**config.mk**
```make
export PLATFORM = sky130hd
export DESIGN_NAME = fis_type_filter
export DESIGN_NICKNAME = d
export VERILOG_FILES = /design/src/rtl/fis_filt_pkg.sv /design/src/rtl/fis_policy_bank.sv /design/src/rtl/fis_hdr_capture.sv /design/src/rtl/fis_verdict.sv /design/src/rtl/fis_type_filter.sv
export SDC_FILE = /design/constraint.sdc
export NUM_CORES = 1
export LEC_CHECK = 0
export BUFFER_PORTS_ARGS = -buffer_cell sky130_fd_sc_hd__buf_2
export CORE_ASPECT_RATIO = 0.7
export CORE_MARGIN = 10
export CORE_UTILIZATION = 55
export DETAILED_ROUTE_END_ITERATION = 12
export GPL_TIMING_DRIVEN = 0
export MAX_ROUTING_LAYER = met4
export PLACE_DENSITY_LB_ADDON = 0.3
export RECOVER_POWER = 25
export SLEW_MARGIN = 20
export SYNTH_ARGS = -nofsm -noshare
export SYNTH_HDL_FRONTEND = slang
export SYNTH_SLANG_ARGS = --single-unit
```
**constraint.sdc**
```tcl
create_clock -name clk -period 2.8 [get_ports clk]
set_input_delay 0.56 -clock clk [delete_from_list [all_inputs] [get_ports clk]]
set_output_delay 0.56 -clock clk [all_outputs]
set_load 0.1 [all_outputs]
```
**src/rtl/fis_filt_pkg.sv**
```systemverilog
package fis_filt_pkg;
  localparam int NSLOT     = 15;
  localparam int SLOT_W    = 4;
  localparam int POL_W     = 2;
  localparam int OTHER_SLT = NSLOT - 1;
  localparam logic [SLOT_W-1:0] ILK_CLR_ADDR = 4'd15;

  typedef logic [POL_W-1:0] pol_t;

  localparam pol_t POL_ACCEPT = 2'b00;
  localparam pol_t POL_REJECT = 2'b01;

  localparam logic [7:0] CODE_BIST = 8'h58;

  function automatic logic [SLOT_W-1:0] slot_of(input logic [7:0] code);
    case (code)
      8'h27: return 4'd0;
      8'h34: return 4'd1;
      8'h39: return 4'd2;
      8'h41: return 4'd3;
      8'h46: return 4'd4;
      8'h58: return 4'd5;
      8'h5F: return 4'd6;
      8'hA1: return 4'd7;
      8'hA6: return 4'd8;
      8'hB8: return 4'd9;
      8'hBF: return 4'd10;
      8'hC7: return 4'd11;
      8'hD4: return 4'd12;
      8'hD9: return 4'd13;
      default: return 4'(OTHER_SLT);
    endcase
  endfunction

  function automatic pol_t default_pol(input int slot);
    case (slot)
      1, 2, 4, 5, 6, 7: return POL_ACCEPT;
      default:          return POL_REJECT;
    endcase
  endfunction

  function automatic logic notify_needed(input logic [7:0] code);
    return (code == 8'h34) || (code == 8'h39) || (code == 8'h41) ||
           (code == 8'h5F) || (code == 8'hA1);
  endfunction

  function automatic logic pol_is_reject(input pol_t p);
    return (p == POL_REJECT);
  endfunction

  function automatic logic pol_is_interlock(input pol_t p);
    return p[1];
  endfunction
endpackage

```
**src/rtl/fis_policy_bank.sv**
```systemverilog
module fis_policy_bank
  import fis_filt_pkg::*;
(
  input  logic              clk,
  input  logic              rst_n,
  input  logic              wr_en,
  input  logic [SLOT_W-1:0] wr_slot,
  input  pol_t              wr_pol,
  input  logic [SLOT_W-1:0] rd_slot,
  output pol_t              rd_pol
);
  pol_t pol_q [NSLOT];

  for (genvar i = 0; i < NSLOT; i++) begin : g_slot
    always_ff @(posedge clk or negedge rst_n) begin
      if (!rst_n)
        pol_q[i] <= default_pol(i);
      else if (wr_en && wr_slot == SLOT_W'(i))
        pol_q[i] <= wr_pol;
    end
  end

  always_comb begin
    rd_pol = pol_q[OTHER_SLT];
    for (int i = 0; i < NSLOT; i++)
      if (rd_slot == SLOT_W'(i)) rd_pol = pol_q[i];
  end


  wr_take_chk: assert property (@(posedge clk) disable iff (!rst_n)
    (wr_en && wr_slot == rd_slot && wr_slot < SLOT_W'(NSLOT)) |=>
      (rd_pol == $past(wr_pol) || $past(rd_slot) != rd_slot));
endmodule

```
**src/rtl/fis_hdr_capture.sv**
```systemverilog
module fis_hdr_capture (
  input  logic       clk,
  input  logic       rst_n,
  input  logic       frm_start,
  input  logic       frm_end,
  input  logic [7:0] hdr_code,
  input  logic       hdr_lpbk,
  output logic [7:0] cur_code,
  output logic       cur_lpbk,
  output logic       hdr_seen
);
  always_ff @(posedge clk or negedge rst_n) begin
    if (!rst_n) begin
      cur_code <= '0;
      cur_lpbk <= 1'b0;
      hdr_seen <= 1'b0;
    end else if (frm_start) begin
      cur_code <= hdr_code;
      cur_lpbk <= hdr_lpbk;
      hdr_seen <= 1'b1;
    end else if (frm_end) begin
      hdr_seen <= 1'b0;
    end
  end


  seen_drop_chk: assert property (@(posedge clk) disable iff (!rst_n)
    (frm_end && !frm_start) |=> !hdr_seen);
endmodule

```
**src/rtl/fis_verdict.sv**
```systemverilog
module fis_verdict
  import fis_filt_pkg::*;
(
  input  logic       clk,
  input  logic       rst_n,
  input  logic       frm_end,
  input  logic       frm_err,
  input  logic       hdr_seen,
  input  logic [7:0] cur_code,
  input  logic       cur_lpbk,
  input  pol_t       cur_pol,
  input  logic       ilk_clr,
  output logic       hs_valid,
  output logic       hs_ok,
  output logic       host_notify,
  output logic       ilk_flag
);
  logic is_bist, bist_refused, pol_reject, ilk_mode;
  logic accept_w, ok_w, notify_w, ilk_set;

  assign is_bist      = (cur_code == CODE_BIST);
  assign bist_refused = is_bist && !cur_lpbk;
  assign pol_reject   = pol_is_reject(cur_pol);
  assign ilk_mode     = pol_is_interlock(cur_pol);
  assign accept_w     = hdr_seen && !pol_reject && !bist_refused;
  assign ok_w         = accept_w && !frm_err;
  assign notify_w     = ok_w && (notify_needed(cur_code) || ilk_mode);
  assign ilk_set      = frm_end && ok_w && ilk_mode;

  always_ff @(posedge clk or negedge rst_n) begin
    if (!rst_n) begin
      hs_valid    <= 1'b0;
      hs_ok       <= 1'b0;
      host_notify <= 1'b0;
    end else begin
      hs_valid    <= frm_end;
      host_notify <= frm_end && notify_w;
      if (frm_end) hs_ok <= ok_w;
    end
  end

  always_ff @(posedge clk or negedge rst_n) begin
    if (!rst_n)       ilk_flag <= 1'b0;
    else if (ilk_set) ilk_flag <= 1'b1;
    else if (ilk_clr) ilk_flag <= 1'b0;
  end


  hs_pulse_chk: assert property (@(posedge clk) disable iff (!rst_n)
    frm_end |=> hs_valid);

  hs_cause_chk: assert property (@(posedge clk) disable iff (!rst_n)
    hs_valid |-> $past(frm_end));

  reject_err_chk: assert property (@(posedge clk) disable iff (!rst_n)
    (frm_end && pol_reject) |=> (!hs_ok && !host_notify));

  notify_ok_chk: assert property (@(posedge clk) disable iff (!rst_n)
    host_notify |-> (hs_ok && hs_valid));

  bist_refuse_chk: assert property (@(posedge clk) disable iff (!rst_n)
    (frm_end && bist_refused) |=> !hs_ok);

  ilk_hold_chk: assert property (@(posedge clk) disable iff (!rst_n)
    (ilk_flag && !ilk_clr) |=> ilk_flag);

  no_hdr_chk: assert property (@(posedge clk) disable iff (!rst_n)
    (frm_end && !hdr_seen) |=> (!hs_ok && !host_notify));
endmodule

```
**src/rtl/fis_type_filter.sv**
```systemverilog
module fis_type_filter
  import fis_filt_pkg::*;
#(
  parameter int HDR_W         = 32,
  parameter int BIST_LPBK_BIT = 18
) (
  input  logic             clk,
  input  logic             rst_n,
  input  logic             frm_start,
  input  logic [HDR_W-1:0] hdr_dword,
  input  logic             frm_end,
  input  logic             frm_err,
  input  logic             cfg_we,
  input  logic [3:0]       cfg_addr,
  input  logic [1:0]       cfg_wdata,
  output logic             hs_valid,
  output logic             hs_ok,
  output logic             host_notify,
  output logic             ilk_flag
);
  logic [7:0]        cur_code;
  logic              cur_lpbk, hdr_seen;
  logic [SLOT_W-1:0] cur_slot;
  pol_t              cur_pol;
  logic              pol_wr, ilk_clr;

  assign pol_wr   = cfg_we && (cfg_addr < SLOT_W'(NSLOT));
  assign ilk_clr  = cfg_we && (cfg_addr == ILK_CLR_ADDR) && cfg_wdata[0];
  assign cur_slot = slot_of(cur_code);

  fis_hdr_capture u_cap (
    .clk      (clk),
    .rst_n    (rst_n),
    .frm_start(frm_start),
    .frm_end  (frm_end),
    .hdr_code (hdr_dword[7:0]),
    .hdr_lpbk (hdr_dword[BIST_LPBK_BIT]),
    .cur_code (cur_code),
    .cur_lpbk (cur_lpbk),
    .hdr_seen (hdr_seen)
  );

  fis_policy_bank u_bank (
    .clk    (clk),
    .rst_n  (rst_n),
    .wr_en  (pol_wr),
    .wr_slot(cfg_addr),
    .wr_pol (cfg_wdata),
    .rd_slot(cur_slot),
    .rd_pol (cur_pol)
  );

  fis_verdict u_verd (
    .clk        (clk),
    .rst_n      (rst_n),
    .frm_end    (frm_end),
    .frm_err    (frm_err),
    .hdr_seen   (hdr_seen),
    .cur_code   (cur_code),
    .cur_lpbk   (cur_lpbk),
    .cur_pol    (cur_pol),
    .ilk_clr    (ilk_clr),
    .hs_valid   (hs_valid),
    .hs_ok      (hs_ok),
    .host_notify(host_notify),
    .ilk_flag   (ilk_flag)
  );


  slot_range_chk: assert property (@(posedge clk) disable iff (!rst_n)
    cur_slot < SLOT_W'(NSLOT));
endmodule

```
== After elaboration in Yosys (flattened, before gate mapping) ==
Index checks and enable logic that the tools add are counted.
Storage, ports and cells
  output and inout port bits: 4
  register bits: 44
Cells by class
  equal/unequal tests: 44
  reductions and logical operators: 39
  $lt $le $gt $ge: 1
  mux-type cells: 20
Operators with widths (number)
  $eq 4x4->1 const B: 15
  $eq 8x8->1 const B: 7
  $pmux 4 s14: 1
  $eq 4x3->1 const B: 8
  $eq 8x7->1 const B: 4
  $mux 2: 15
  $logic_and 1x1->1: 26
  $eq 8x6->1 const B: 3
  $eq 4x2->1 const B: 4
  $eq 4x1->1 const B: 2
  $logic_not 4->1: 2
  $logic_or 1x1->1: 5
  $logic_not 1->1: 4
  $lt 4x4->1 const B: 1
  $mux 1: 4
  $reduce_bool 2->1: 2
  $eq 2x1->1 const B: 1

== Longest topological paths before layout ==
  depth after elaboration: 26
  gate-level depth with buffers: 10
  mapped depth without buffers: 8

== By module ==
A second synthesis with hierarchy kept.
Second synthesis, totals
  cells, all modules: 243
  area, all modules: 2727.6 um^2
Modules (own cells, without submodules)
  fis_policy_bank: sequential area each 762.0 um^2, area an instance 1695.4 um^2, instances 1, cells an instance 143
  fis_hdr_capture: sequential area each 250.2 um^2, area an instance 409.1 um^2, instances 1, cells an instance 22
  fis_type_filter: sequential area each 0.0 um^2, area an instance 372.9 um^2, instances 1, cells an instance 50
  fis_verdict: sequential area each 100.1 um^2, area an instance 250.2 um^2, instances 1, cells an instance 28

== Least setup slack after synthesis ==
OpenSTA, ideal clock, no wires.
  kind: register to register
  start: register u_cap.cur_code[3]
  end: register u_verd.hs_ok
  cell stages (with the launch flop): 10
  slack: 560 ps
  arrival: 2118 ps
  period minus slack after synthesis: 2240 ps
  data required time: 2678 ps
  path buffers: 1
  library setup time: 122 ps
  cells stage by stage: dfrtp_1 -> buf_4 -> and3b_1 -> o2111ai_2 -> or4b_4 -> o31ai_4 -> a211o_1 -> o211ai_1 -> nand2b_1 -> a22o_1
On the way
  longest elaborated chain between the ends: 23
  elaborated cells on any way between the ends: 52
  those cells by class: eq/ne: 29; mux: 16; reduce/logical: 7
Ends and longest elaborated chain
  start: declaration: line fis_hdr_capture.sv:8  | output logic [7:0] cur_code,
  start signal: assignment: line fis_hdr_capture.sv:18  | cur_code <= hdr_code;
  $eq 8x8->1 (tied with other cells): line fis_filt_pkg.sv:16  | case (code)
  $pmux 4 s14: line fis_filt_pkg.sv:16
  $logic_not 4->1: line fis_policy_bank.sv:26  | if (rd_slot == SLOT_W'(i)) rd_pol = pol_q[i];
  $mux 2 (15 in series): line fis_policy_bank.sv:26
  $eq 2x1->1: line fis_filt_pkg.sv:48  | return (p == POL_REJECT);
  $logic_not 1->1: line fis_verdict.sv:25  | assign accept_w = hdr_seen && !pol_reject && !bist_refused;
  $logic_and 1x1->1: line fis_verdict.sv:25
  $logic_and 1x1->1 (*): line fis_verdict.sv:25
  $logic_and 1x1->1 (*): line fis_verdict.sv:26  | assign ok_w = accept_w && !frm_err;
  end signal: assignment: line fis_verdict.sv:38  | if (frm_end) hs_ok <= ok_w;
  end: declaration: line fis_verdict.sv:14  | output logic hs_ok,
Every way passes the cells marked *; elsewhere a longest branch is shown, timed or not.
A chain may end at the register's enable or synchronous reset.

== Final worst setup path ==
Same ends and word-level chain as after synthesis.

==> flow_summary_export.csv <==
group,metric,value,unit
outcome,status,"finished, violations left",
outcome,violations,"capacitance limit, slew limit",
clock_tree,clockRootBuffer,"clkbuf_8",
global_routing,antenna_found_initial,0,
yosys,synth_commonest_cells,"37 x mux2_2, 35 x dfrtp_1, 15 x nand2_1, 12 x nor2_1, 11 x a21oi_1",
sta,max_freq,0.3810,GHz
layout,diodes,0,
layout,syn_to_final_growth,12.05,%
yosys,ys_ff_latch,44,
global_routing,grt_pass1_vias,2101,
clock_tree,cts_hold_buffers,0,
yosys,synth-async-reset-ratio,1.000,
hold_path,hold_class,"in2reg",
placed_design,dp_hpwl,4951,um
sta,worst_pin_slew,2332,ps
detailed_routing,drc,0,
clock_tree,clk_pin_slew,90,ps
pwr,power_density,617.0,nW/um2
placed_design,place_inst,324,
placed_design,place_ws,276.1,ps
yosys,syn_inst,245,
placed_design,place.gp.congestion,0.9235,
yosys,synth_compound_area_frac,0.1567,
clock_tree,cts_buffer_depth,2,
critical_path,critPathLaunchType,"flop",
yosys,synth_top_area_share,0.3387,
yosys,synth.area.mux_share,0.1611,
yosys,synthFlopType,"dfrtp_1",
pwr,p_leak,0.001159,uW
clock_tree,cts_tree,"built",
sta,rsz0062_at_grt,"no",
sta,maxSlewHeadroom,-0.5545,
sta,setup_tns,0,ps
yosys,ys_types,57,
floorplan,pin_count,48,
yosys,synth-edff-count,0,
yosys,syn-num-nets,289,
yosys,yosysTopAreaCell,"dfrtp_1",
sta,slew_violations,45,
sta,min_period,2625,ps
yosys,yosysWarnings,0,
sta,setup-violations-final,0,
sta,post-route-period-util,0.9374,
layout,finalCoreUtilization,0.6542,
yosys,synth_xor_area_frac,0,
floorplan,start_util,0.5839,
placed_design,port_buffers,24,
sta,fin_ws,175.3,ps
floorplan,die_w,102.0,um
floorplan,dieArea,7889,um2
detailed_routing,firstDrtPassIters,5,
layout,fin_nets,320,
critical_path,worstSetupPathType,"reg2reg",
clock_tree,cts_made_buffers,5,
global_routing,grt_max_degree,45,
layout,fin_cells,332,
floorplan,die_h,77.37,um
yosys,yosysMostFrequentCell,"mux2_2",
floorplan,fp.coreArea,4429,um2
critical_path,required,2990,ps
yosys,synthSimpleGateAreaFrac,0.2177,
global_routing,grt.total_usage,0.1772,
detailed_routing,via_per_inst,6.497,
critical_path,cp_max_fo,10,
detailed_routing,drt.antenna.violating_nets,0,
sta,hold_viol_final,0,
critical_path,crit_path_end_kind,"flop",
layout,layout-drive-gt1-share,0.3357,
global_routing,overflow,0,
yosys,synth_fa_ha_area_frac,0,
yosys,avgSynthCellArea,10.56,um2
clock_tree,post_cts_buffers,0,
floorplan,rows,20,
yosys,synth_top_family_by_area,"simple AND/OR/NAND/NOR gates",
yosys,synth_seq_area_share,0.4301,
clock_tree,cts_repair_resize_count,0,
detailed_routing,wl,6666,um
detailed_routing,first_iter_violations,285,
clock_tree,htree_levels,2,
detailed_routing,wl_per_cell,20.08,um
layout,final.fill_count,352,
sta,fin_worst_skew,11.50,ps
clock_tree,clkLatencyLatePin,300,ps
pwr,vdd_drop_max,0.0003696,V
detailed_routing,vias,2157,
yosys,synth.cell_area,2586,um2
pwr,total_power,1788,uW
clock_tree,clkSinkCount,44,
yosys,synth_area_leaders,"dfrtp_1 34%, mux2_2 16%, dfstp_2 9.1%",
job,maxCapViolCount,1,
critical_path,cp_data_arrival_time,2820,ps
global_routing,grt_pass1_wl,10900,um
[registers in the layout, indices dropped and copies added, names as in the netlist]
signal	flops
u_verd.hs_valid	1
u_verd.host_notify	1
u_bank.pol_q	30
u_verd.hs_ok	1
u_cap.cur_code	8
u_cap.cur_lpbk	1
u_cap.hdr_seen	1
u_verd.ilk_flag	1
[where the power goes]
group / switching, uW / internal (uW) / leakage (uW) / total [uW]
registers: 94.2 / 781 / 0.000517 / 875
logic: 246 / 181 / 0.000587 / 427
clock network: 221 / 265 / 0.0000552 / 486
[routing by layer]
layer	global-route usage	vias up	part of all wire	routed length (um)
met4	0.04635	0	0.0077	51
met2	0.2290	94	0.42	2769
met3	0.04425	9	0.075	502
li1	-	992	-	-
met1	0.2635	1062	0.50	3343
met5	-	-	0	0
[through the flow]
stage	hold slack [ps]	area (um2)
finish	401.5	2898
global route	407.8	2898
CTS	388.1	2883
detailed placement	465.8	2775
global placement	458.4	2775
floorplan	264.4	2586
[worst paths after layout]
| check | from | end | slack, ps | cells after the start |
|---|---|---|---|---|
| hold reg to reg | u_cap.hdr_seen | u_cap.hdr_seen | 480 | 1 |
| setup reg to reg | u_cap.cur_code[3] | u_verd.hs_ok | 180 | 9 |
| max in group asynchronous | rst_n | u_bank.pol_q[20] | 520 | 1 |
| hold / removal | frm_end | u_verd.hs_valid | 400 | 1 |
| setup / recovery | u_cap.cur_code[3] | u_verd.hs_ok | 180 | 9 |
| min in group asynchronous | rst_n | u_cap.cur_code[4] | 950 | 1 |
[cells by family after synthesis]
family	count (synthesis)
flops	44
compound gates	55
simple gates	90
mux	37
buf+inv	19
[cell type report]
cell class	instances	area, um2	share of cell area
Timing Repair Buffer	24	116.4	0.04016
Clock buffer	6	72.57	0.02504
Clock inverter	2	35.03	0.01209
Buffer	15	75.07	0.02591
Sequential cell	44	1112	0.3839
Tap cell	55	68.82	0.02375
Inverter	4	15.01	0.005181
Multi-Input combinational cell	182	1403	0.4840
[worst max-delay path, cell delays in order (launching register included)]
cell	delay, ps
dfrtp_1	400
buf_4	170
nor3b_1	650
o2111ai_2	260
or4b_4	280
nor3_1	50
a32oi_1	160
o211ai_1	150
nand2b_1	180
a22o_1	200
[cells in the final DEF (no fill, tap or decap), types with 3 or more instances in the layout]
| master | count |
|---|---|
| mux2_2 | 37 |
| dfrtp_1 | 35 |
| buf_2 | 28 |
| nand2_1 | 15 |
| nor2_1 | 12 |
| a21oi_1 | 11 |
| nand2b_1 | 9 |
| nor3_1 | 9 |
| dfstp_2 | 9 |
| clkbuf_1 | 8 |
| o21ai_0 | 7 |
| nand3b_1 | 6 |
| nand3_1 | 5 |
| clkbuf_8 | 5 |
| inv_1 | 4 |
| or4b_1 | 4 |
| a22oi_1 | 4 |
| o22ai_1 | 4 |
| nor4_1 | 3 |
| nand4bb_1 | 3 |
| nor2b_1 | 3 |
| nor4b_1 | 3 |
| a211o_1 | 3 |
No activity file was read; power rests on OpenSTA's default activity.
